**config.mk**
```make
export PLATFORM = sky130hd
export DESIGN_NAME = dq_coalesce
export DESIGN_NICKNAME = d
export VERILOG_FILES = /design/src/rtl/dqc_pkg.sv /design/src/rtl/dqc_entry_cache.sv /design/src/rtl/dqc_flush_timer.sv /design/src/rtl/dqc_ring_ptr.sv /design/src/rtl/dq_coalesce.sv
export SDC_FILE = /design/constraint.sdc
export NUM_CORES = 1
export LEC_CHECK = 0
export CAP_MARGIN = 10
export CORE_ASPECT_RATIO = 2
export CORE_MARGIN = 2
export CORE_UTILIZATION = 52
export CTS_CLUSTER_DIAMETER = 100
export DETAILED_ROUTE_END_ITERATION = 10
export HOLD_SLACK_MARGIN = 0.05
export PLACE_DENSITY = 0.79
export SLEW_MARGIN = 10
export SYNTH_ARGS = -nofsm -noshare
export SYNTH_HDL_FRONTEND = slang
export SYNTH_SLANG_ARGS = --single-unit
```
**constraint.sdc**
```tcl
create_clock -name clk -period 4.7 [get_ports clk]
set_clock_uncertainty 0.1 [all_clocks]
set_input_delay 0.94 -clock clk [delete_from_list [all_inputs] [get_ports clk]]
set_output_delay 0.94 -clock clk [all_outputs]
set_load 0.05 [all_outputs]
```
**src/rtl/dqc_pkg.sv**
```systemverilog
package dqc_pkg;
  typedef enum logic [2:0] {
    RA_CTRL   = 3'd0,
    RA_BASE   = 3'd1,
    RA_END    = 3'd2,
    RA_RDPTR  = 3'd3,
    RA_WRPTR  = 3'd4,
    RA_RELOAD = 3'd5,
    RA_STATUS = 3'd6
  } reg_addr_e;

  typedef enum logic {
    ST_IDLE,
    ST_BURST
  } burst_st_e;

  localparam int CTRL_EN_BIT  = 0;
  localparam int CTRL_HWM_LSB = 4;
  localparam int CTRL_THR_LSB = 8;
  localparam int THR_W        = 3;
  localparam int OCC_LSB      = 16;
endpackage

```
**src/rtl/dqc_entry_cache.sv**
```systemverilog
module dqc_entry_cache #(
  parameter int DW    = 32,
  parameter int DEPTH = 8,
  localparam int PW   = (DEPTH > 1) ? $clog2(DEPTH) : 1,
  localparam int CW   = $clog2(DEPTH + 1)
) (
  input  logic          clk,
  input  logic          rst_n,
  input  logic          push,
  input  logic [DW-1:0] push_data,
  input  logic          pop,
  output logic [DW-1:0] head,
  output logic [CW-1:0] count,
  output logic          full
);
  logic [DW-1:0] slots [DEPTH];
  logic [PW-1:0] wr_idx, rd_idx;

  function automatic logic [PW-1:0] step(input logic [PW-1:0] p);
    return (p == PW'(DEPTH - 1)) ? '0 : p + 1'b1;
  endfunction

  always_ff @(posedge clk) begin
    if (push) slots[wr_idx] <= push_data;
  end

  always_ff @(posedge clk) begin
    if (!rst_n) begin
      wr_idx <= '0;
      rd_idx <= '0;
      count  <= '0;
    end else begin
      if (push) wr_idx <= step(wr_idx);
      if (pop)  rd_idx <= step(rd_idx);
      case ({push, pop})
        2'b10:   count <= count + 1'b1;
        2'b01:   count <= count - 1'b1;
        default: count <= count;
      endcase
    end
  end

  assign head = slots[rd_idx];
  assign full = (count == CW'(DEPTH));


  no_pop_empty_chk: assert property (@(posedge clk) disable iff (!rst_n)
    pop |-> count != '0);

  no_push_full_chk: assert property (@(posedge clk) disable iff (!rst_n)
    push |-> !full);
endmodule

```
**src/rtl/dqc_flush_timer.sv**
```systemverilog
module dqc_flush_timer #(
  parameter int TMR_W = 16
) (
  input  logic             clk,
  input  logic             rst_n,
  input  logic             enable,
  input  logic             occupied,
  input  logic [TMR_W-1:0] reload,
  output logic             expired
);
  logic [TMR_W-1:0] remain;

  always_ff @(posedge clk) begin
    if (!rst_n)                  remain <= '0;
    else if (!enable || !occupied) remain <= reload;
    else if (remain != '0)       remain <= remain - 1'b1;
  end

  assign expired = enable && occupied && (remain == '0);
endmodule

```
**src/rtl/dqc_ring_ptr.sv**
```systemverilog
module dqc_ring_ptr #(
  parameter int IDX_W = 8
) (
  input  logic             clk,
  input  logic             rst_n,
  input  logic [IDX_W-1:0] end_idx,
  input  logic [IDX_W-1:0] rd_ptr,
  input  logic             advance,
  output logic [IDX_W-1:0] wr_ptr,
  output logic [IDX_W-1:0] occ,
  output logic [IDX_W-1:0] free
);
  always_ff @(posedge clk) begin
    if (!rst_n)       wr_ptr <= '0;
    else if (advance) wr_ptr <= (wr_ptr == end_idx) ? '0 : wr_ptr + 1'b1;
  end

  always_comb begin
    if (wr_ptr >= rd_ptr) occ = wr_ptr - rd_ptr;
    else                  occ = end_idx + 1'b1 - rd_ptr + wr_ptr;
  end

  assign free = end_idx - occ;


  no_overfill_chk: assert property (@(posedge clk) disable iff (!rst_n)
    advance |-> free != '0);
endmodule

```
**src/rtl/dq_coalesce.sv**
```systemverilog
module dq_coalesce
  import dqc_pkg::*;
#(
  parameter int DW         = 32,
  parameter int AW         = 32,
  parameter int IDX_W      = 8,
  parameter int DEPTH      = 8,
  parameter int TMR_W      = 16,
  parameter int RELOAD_RST = 'h1000
) (
  input  logic          clk,
  input  logic          rst_n,
  input  logic          ent_valid,
  output logic          ent_ready,
  input  logic [DW-1:0] ent_data,
  output logic          wr_valid,
  input  logic          wr_ready,
  output logic [AW-1:0] wr_addr,
  output logic [DW-1:0] wr_data,
  output logic          wr_last,
  input  logic          reg_wr_en,
  input  logic [2:0]    reg_addr,
  input  logic [31:0]   reg_wdata,
  output logic [31:0]   reg_rdata,
  output logic          irq
);
  localparam int CW = $clog2(DEPTH + 1);

  logic             cache_en;
  logic [CW-1:0]    hwm;
  logic [THR_W-1:0] thr, ev_cnt;
  logic [AW-1:0]    base;
  logic [IDX_W-1:0] end_idx, rd_ptr, wr_ptr, occ, free;
  logic [TMR_W-1:0] reload;
  logic             done_flag;

  logic             push, pop, full, expired, fire, burst_done, start;
  logic [CW-1:0]    count, remain, burst_len;
  logic [DW-1:0]    head;
  burst_st_e        state;

  wire wr_ctrl = reg_wr_en && (reg_addr == RA_CTRL);

  // host register file
  always_ff @(posedge clk) begin
    if (!rst_n) begin
      cache_en <= 1'b0;
      hwm      <= CW'(DEPTH);
      thr      <= '0;
      base     <= '0;
      end_idx  <= '1;
      rd_ptr   <= '0;
      reload   <= TMR_W'(RELOAD_RST);
    end else if (reg_wr_en) begin
      case (reg_addr)
        RA_CTRL: begin
          cache_en <= reg_wdata[CTRL_EN_BIT];
          hwm      <= reg_wdata[CTRL_HWM_LSB +: CW];
          thr      <= reg_wdata[CTRL_THR_LSB +: THR_W];
        end
        RA_BASE:   base    <= reg_wdata[AW-1:0];
        RA_END:    end_idx <= reg_wdata[IDX_W-1:0];
        RA_RDPTR:  rd_ptr  <= reg_wdata[IDX_W-1:0];
        RA_RELOAD: reload  <= reg_wdata[TMR_W-1:0];
        default: ;
      endcase
    end
  end

  always_comb begin
    reg_rdata = '0;
    case (reg_addr)
      RA_CTRL: begin
        reg_rdata[CTRL_EN_BIT]              = cache_en;
        reg_rdata[CTRL_HWM_LSB +: CW]       = hwm;
        reg_rdata[CTRL_THR_LSB +: THR_W]    = thr;
      end
      RA_BASE:   reg_rdata[AW-1:0]    = base;
      RA_END:    reg_rdata[IDX_W-1:0] = end_idx;
      RA_RDPTR:  reg_rdata[IDX_W-1:0] = rd_ptr;
      RA_WRPTR: begin
        reg_rdata[IDX_W-1:0]        = wr_ptr;
        reg_rdata[OCC_LSB +: IDX_W] = occ;
      end
      RA_RELOAD: reg_rdata[TMR_W-1:0] = reload;
      RA_STATUS: reg_rdata[0]         = done_flag;
      default: ;
    endcase
  end

  assign ent_ready = !full;
  assign push      = ent_valid && !full;

  dqc_entry_cache #(.DW(DW), .DEPTH(DEPTH)) u_cache (
    .clk(clk), .rst_n(rst_n), .push(push), .push_data(ent_data),
    .pop(pop), .head(head), .count(count), .full(full)
  );

  dqc_flush_timer #(.TMR_W(TMR_W)) u_timer (
    .clk(clk), .rst_n(rst_n), .enable(cache_en), .occupied(count != '0),
    .reload(reload), .expired(expired)
  );

  dqc_ring_ptr #(.IDX_W(IDX_W)) u_ring (
    .clk(clk), .rst_n(rst_n), .end_idx(end_idx), .rd_ptr(rd_ptr),
    .advance(fire), .wr_ptr(wr_ptr), .occ(occ), .free(free)
  );

  // burst sizing and start decision
  always_comb begin
    if (!cache_en)                   burst_len = CW'(1);
    else if (32'(count) <= 32'(free)) burst_len = count;
    else                             burst_len = CW'(free);
  end

  assign start = (state == ST_IDLE) && (count != '0) && (free != '0) &&
                 (!cache_en || (count >= hwm) || expired);

  always_ff @(posedge clk) begin
    if (!rst_n) begin
      state  <= ST_IDLE;
      remain <= '0;
    end else if (start) begin
      state  <= ST_BURST;
      remain <= burst_len;
    end else if (fire) begin
      remain <= remain - 1'b1;
      if (remain == CW'(1)) state <= ST_IDLE;
    end
  end

  assign wr_valid   = (state == ST_BURST);
  assign fire       = wr_valid && wr_ready;
  assign pop        = fire;
  assign burst_done = fire && (remain == CW'(1));
  assign wr_data    = head;
  assign wr_last    = wr_valid && (remain == CW'(1));
  assign wr_addr    = base + (AW'(wr_ptr) << 2);

  // write-event threshold and done flag
  always_ff @(posedge clk) begin
    if (!rst_n) begin
      ev_cnt    <= '0;
      done_flag <= 1'b0;
    end else begin
      if (wr_ctrl)                               ev_cnt <= '0;
      else if (burst_done && ev_cnt == thr)      ev_cnt <= '0;
      else if (burst_done)                       ev_cnt <= ev_cnt + 1'b1;

      if (burst_done && !wr_ctrl && ev_cnt == thr) done_flag <= 1'b1;
      else if (reg_wr_en && reg_addr == RA_STATUS && reg_wdata[0])
        done_flag <= 1'b0;
    end
  end

  assign irq = done_flag;


  hold_under_stall_chk: assert property (@(posedge clk) disable iff (!rst_n)
    wr_valid && !wr_ready |=> wr_valid && $stable(wr_data) && $stable(wr_addr));

  single_word_through_chk: assert property (@(posedge clk) disable iff (!rst_n)
    !cache_en && wr_valid |-> wr_last);

  flag_after_burst_chk: assert property (@(posedge clk) disable iff (!rst_n)
    $rose(done_flag) |-> $past(burst_done));
endmodule

```
==> summary.md <==
| Metric | Value |
|---|---|
| Clock transition at path regs | 0.07 ns |
| Number of diodes | 0 |
| Met3 wire length | 2300 um |
| Clock Latency Late Sink | 0.58 ns |
| Yosys warnings | 0 |
| Layout cells sized above 1 | 20.1% |
| Slowest cell on crit path | fa_1 |
| CP cell instances | inv_1 -> fa_1 -> inv_1 -> ha_1 -> nand4_1 -> a21oi_1 -> or3b_1 -> nand3_1 -> a32oi_1 -> nor2_2 -> buf_12 |
| Setup WS post-layout | 0.155 ns |
| Die area | 0.0351 mm2 |
| Cell Rows | 94 |
| Initial antenna violation count | 1 |
| Global-route wire length before repair | 70100 um |
| Critical Path Sink | reg_rdata[23] |
| Critical Path RT | 3.66 ns |
| M1 WL | 15200 um |
| CTS buffer count | 31 |
| Die W | 133 um |
| Sw Ratio | 28.6% |
| Crit Path Max Fanout | 4 |
| Synth top cells by count | edfxtp_1, nand2_1, dfxtp_1 |
| CTS tree | built |
| Met2 WL | 25700 um |
| Critical path launch point type | flop |
| P_int | 5.83 mW |
| Max Used Layer | met5 |
| CP Class | flop to primary output |
| Fillers | 2385 |
| Period utilisation layout | 96.7% |
| # nets final | 1746 |
| Pleak | 7.66 nW |
| Reg-to-reg critical path endpoint | remain[2] |
| I/O Buffers | 171 |
| Root buffer cell | clkbuf_16 |
| Total GRT Usage | 26.0% |
| Mean Syn Cell Area | 12.5 um2 |
| Synthesized cell area | 0.0174 mm2 |
| Slew HR | 35.5% |
| Post-route design area | 0.0215 mm2 |
| Hold Vio Cnt, Final | 0 |
| 1st-iter DRT viols | 666 |
| Total grt overflow | 0 |
| Global placement routability congestion | 0.993 |
| Crit-path max cell delay | 0.56 ns |
| Main synth FF type | edfxtp_1 |
| Area of the multi-input gates | 0.00702 mm2 |
| Status | finished clean |
| Antenna-violating nets left | 0 |
| Setup total negative slack | 0 ns |
| Max-cap violations | 0 |
| Clock sink total | 374 |
| Vias in the first global route | 12700 |
| Worst-Margin Slew | 0.959 ns |
| Hold WC Path Type | flop to flop |
| Post-Synthesis Net Count | 1532 |
| Routed vias | 12000 |
| Starting Density | 52.9% |
| Flop pwr share | 45.9% |
| Core ar. | 0.0329 mm2 |
| Layout area overhead | 23.5% |
| Largest cells by area after synthesis | edfxtp_1, dfxtp_1, mux4_2 |
| H-tree depth | 1 |
| Final setup vio count | 0 |
| DR WL/cell | 22.3 um |
| Tmin final | 4.54 ns |
| Area share of the largest cell type after synthesis | 44.1% |
| Syn Inst Count | 1397 |
| Crit path from | end_idx[5] |
| Crit path top cell by count | inv_1 |
| R2R Setup Slk | 0.16 ns |
| Combinational share of power | 22.5% |
| Worst reg2reg path startpoint | rd_ptr[3] |
| Cell with the most instances after synthesis | edfxtp_1 |
| VDD IR max | 0.317 mV |
| Yosys cell types | 72 |
| Synth Register Bits | 374 |
| Dpl hpwl | 33000 um |
| Die Y | 263 um |
| Power share of the clock group | 31.6% |
| Pwr/cell area | 379 mW/mm2 |
| Worst setup slack after placement | -0.00765 ns |
| Setup crit end kind | primary output |
| Slew Viols, Final | 0 |
| Total Routed Length | 46100 um |
| Clock buffer depth | 3 |
| Ports | 172 |
| Vias per cell | 5.82 |
| Largest net degree at the start of global routing | 40 |
| Ys async rst share | 0% |
| Critical Path AT | 3.50 ns |
| FF+latch area | 0.0101 mm2 |
| Psw | 2.34 mW |
| Hold_buf cts | 0 |
| Placed inst area | 0.0204 mm2 |
| DRT Pass-1 Iters | 5 |
| Worst R2R Path Depth | 18 |
| Post-synth top area cell | edfxtp_1 |
| Post-route DRC | 0 |
| Fmax | 220 MHz |
| Sequential area share after synthesis | 57.7% |
| Post-synth EDFFs | 256 |
==> state kept, by name, indices dropped and copies added (netlist names), named ones only <==
| signal | cells |
|---|---|
| wr_valid | 1 |
| thr | 3 |
| end_idx | 8 |
| hwm | 4 |
| u_cache.wr_idx | 3 |
| base | 32 |
| u_timer.remain | 16 |
| rd_ptr | 8 |
| reload | 16 |
| cache_en | 1 |
| u_cache.slots | 256 |
| u_cache.rd_idx | 3 |
| u_cache.count | 4 |
| u_ring.wr_ptr | 8 |
| remain | 4 |
| irq | 1 |
| ev_cnt | 3 |
==> logic make-up (layout without fill, tap and decap cells) <==
| family | count (synthesis) | after routing | synth area share, % |
|---|---|---|---|
| AO/OA/AOI/OAI | 212 | 212 | 7.67 |
| buffers and inverters | 135 | 373 | 2.98 |
| flip-flops | 374 | 374 | 57.7 |
| adder cells (fa/ha/maj) | 63 | 63 | 5.00 |
| multiplexers | 121 | 121 | 11.9 |
| AND/OR/NAND/NOR | 414 | 414 | 10.8 |
| XOR/XNOR | 78 | 78 | 3.92 |
==> cell usage in the layout, fill, tap and decap left out, types with 5 or more instances in the layout <==
| cell type | count |
|---|---|
| nand4_1 | 12 |
| mux4_2 | 66 |
| clkinvlp_4 | 6 |
| xor2_1 | 28 |
| clkbuf_16 | 31 |
| dfxtp_1 | 113 |
| inv_1 | 68 |
| and2_1 | 16 |
| xnor2_1 | 49 |
| mux2_2 | 34 |
| o211ai_1 | 11 |
| or3_1 | 6 |
| nor3_2 | 8 |
| nor2_1 | 81 |
| buf_4 | 90 |
| ha_1 | 50 |
| buf_12 | 39 |
| a211oi_1 | 9 |
| fa_1 | 11 |
| a21oi_1 | 99 |
| edfxtp_1 | 256 |
| nand3_1 | 30 |
| o21a_1 | 7 |
| mux2i_1 | 21 |
| nor3_1 | 15 |
| a21o_1 | 5 |
| a31oi_1 | 7 |
| clkdlybuf4s50_1 | 116 |
| nand2_1 | 184 |
| a22oi_1 | 6 |
| and3_1 | 9 |
| nand2b_1 | 10 |
| nor2b_1 | 15 |
| o21ai_0 | 23 |
==> cell type report <==
cell class / instances / share of cell area [%]
Inverter: 70 / 1.22
Sequential cell: 374 / 46.7
Clock buffer: 35 / 3.67
Multi-Input combinational cell: 888 / 32.6
Tap cell: 432 / 2.51
Timing Repair Buffer: 246 / 12.2
Clock inverter: 22 / 1.05
==> worst min-delay path by stage <==
stage | from | end | cells past startpoint
after global placement | u_cache.rd_idx[1] | flop | 2
after detailed placement | reload[10] | reload[10] | 2
after CTS | reload[10] | reload[10] | 2
final | reload[10] | reload[10] | 2
after floorplan | hwm[2] | hwm[2] | 2
after global routing | reload[10] | reload[10] | 2
==> power groups by stage <==
stage	Sequential [mW]	Clock [mW]	Combinational, mW
global placement	3.81	0	1.74
finish	3.75	2.58	1.84
global route	3.76	2.72	1.96
detailed placement	3.82	0	1.78
floorplan	3.78	0	1.18
CTS	3.75	2.62	1.80
==> through the flow <==
| stage | util, % | power (mW) | hold WS (ns) | instances |
|---|---|---|---|---|
| 3_3_place_gp | 61.9 | 5.55 | 0.357 | 2007 |
| 2_1_floorplan | - | 4.96 | 0.346 | 1397 |
| 3_5_place_dp | 61.9 | 5.60 | 0.371 | 2007 |
| 5_1_grt | 65.4 | 8.44 | 0.401 | 2067 |
| 6_report | 65.4 | 8.16 | 0.385 | 2067 |
| 4_1_cts | 65.0 | 8.16 | 0.383 | 2064 |
==> timing repair <==
item | 4_1_cts | 5_1_grt
gates resized for setup | 7 | 25
setup buffers | 0 | 2
endpoints found under the setup margin | 9 | 24
gates cloned | 0 | 1
pin swaps | 0 | 5
==> per-layer routing <==
layer  vias to the layer above  track usage, %
li1                       5521               -
met1                      5909            25.9
met2                       450            50.2
met3                       147            3.61
met4                         2            15.2
met5                         -               0
==> worst max-delay path, delay by kind of cell, from the launching register on <==
kind,cells,cell delay [ns]
AOI/OAI and AO/OA,2,0.24
adders and majority gates,2,0.91
buffers and inverters,3,0.39
DFF,1,0.48
and+or+nand+nor,4,0.91
(Power assumes the default switching activity.)
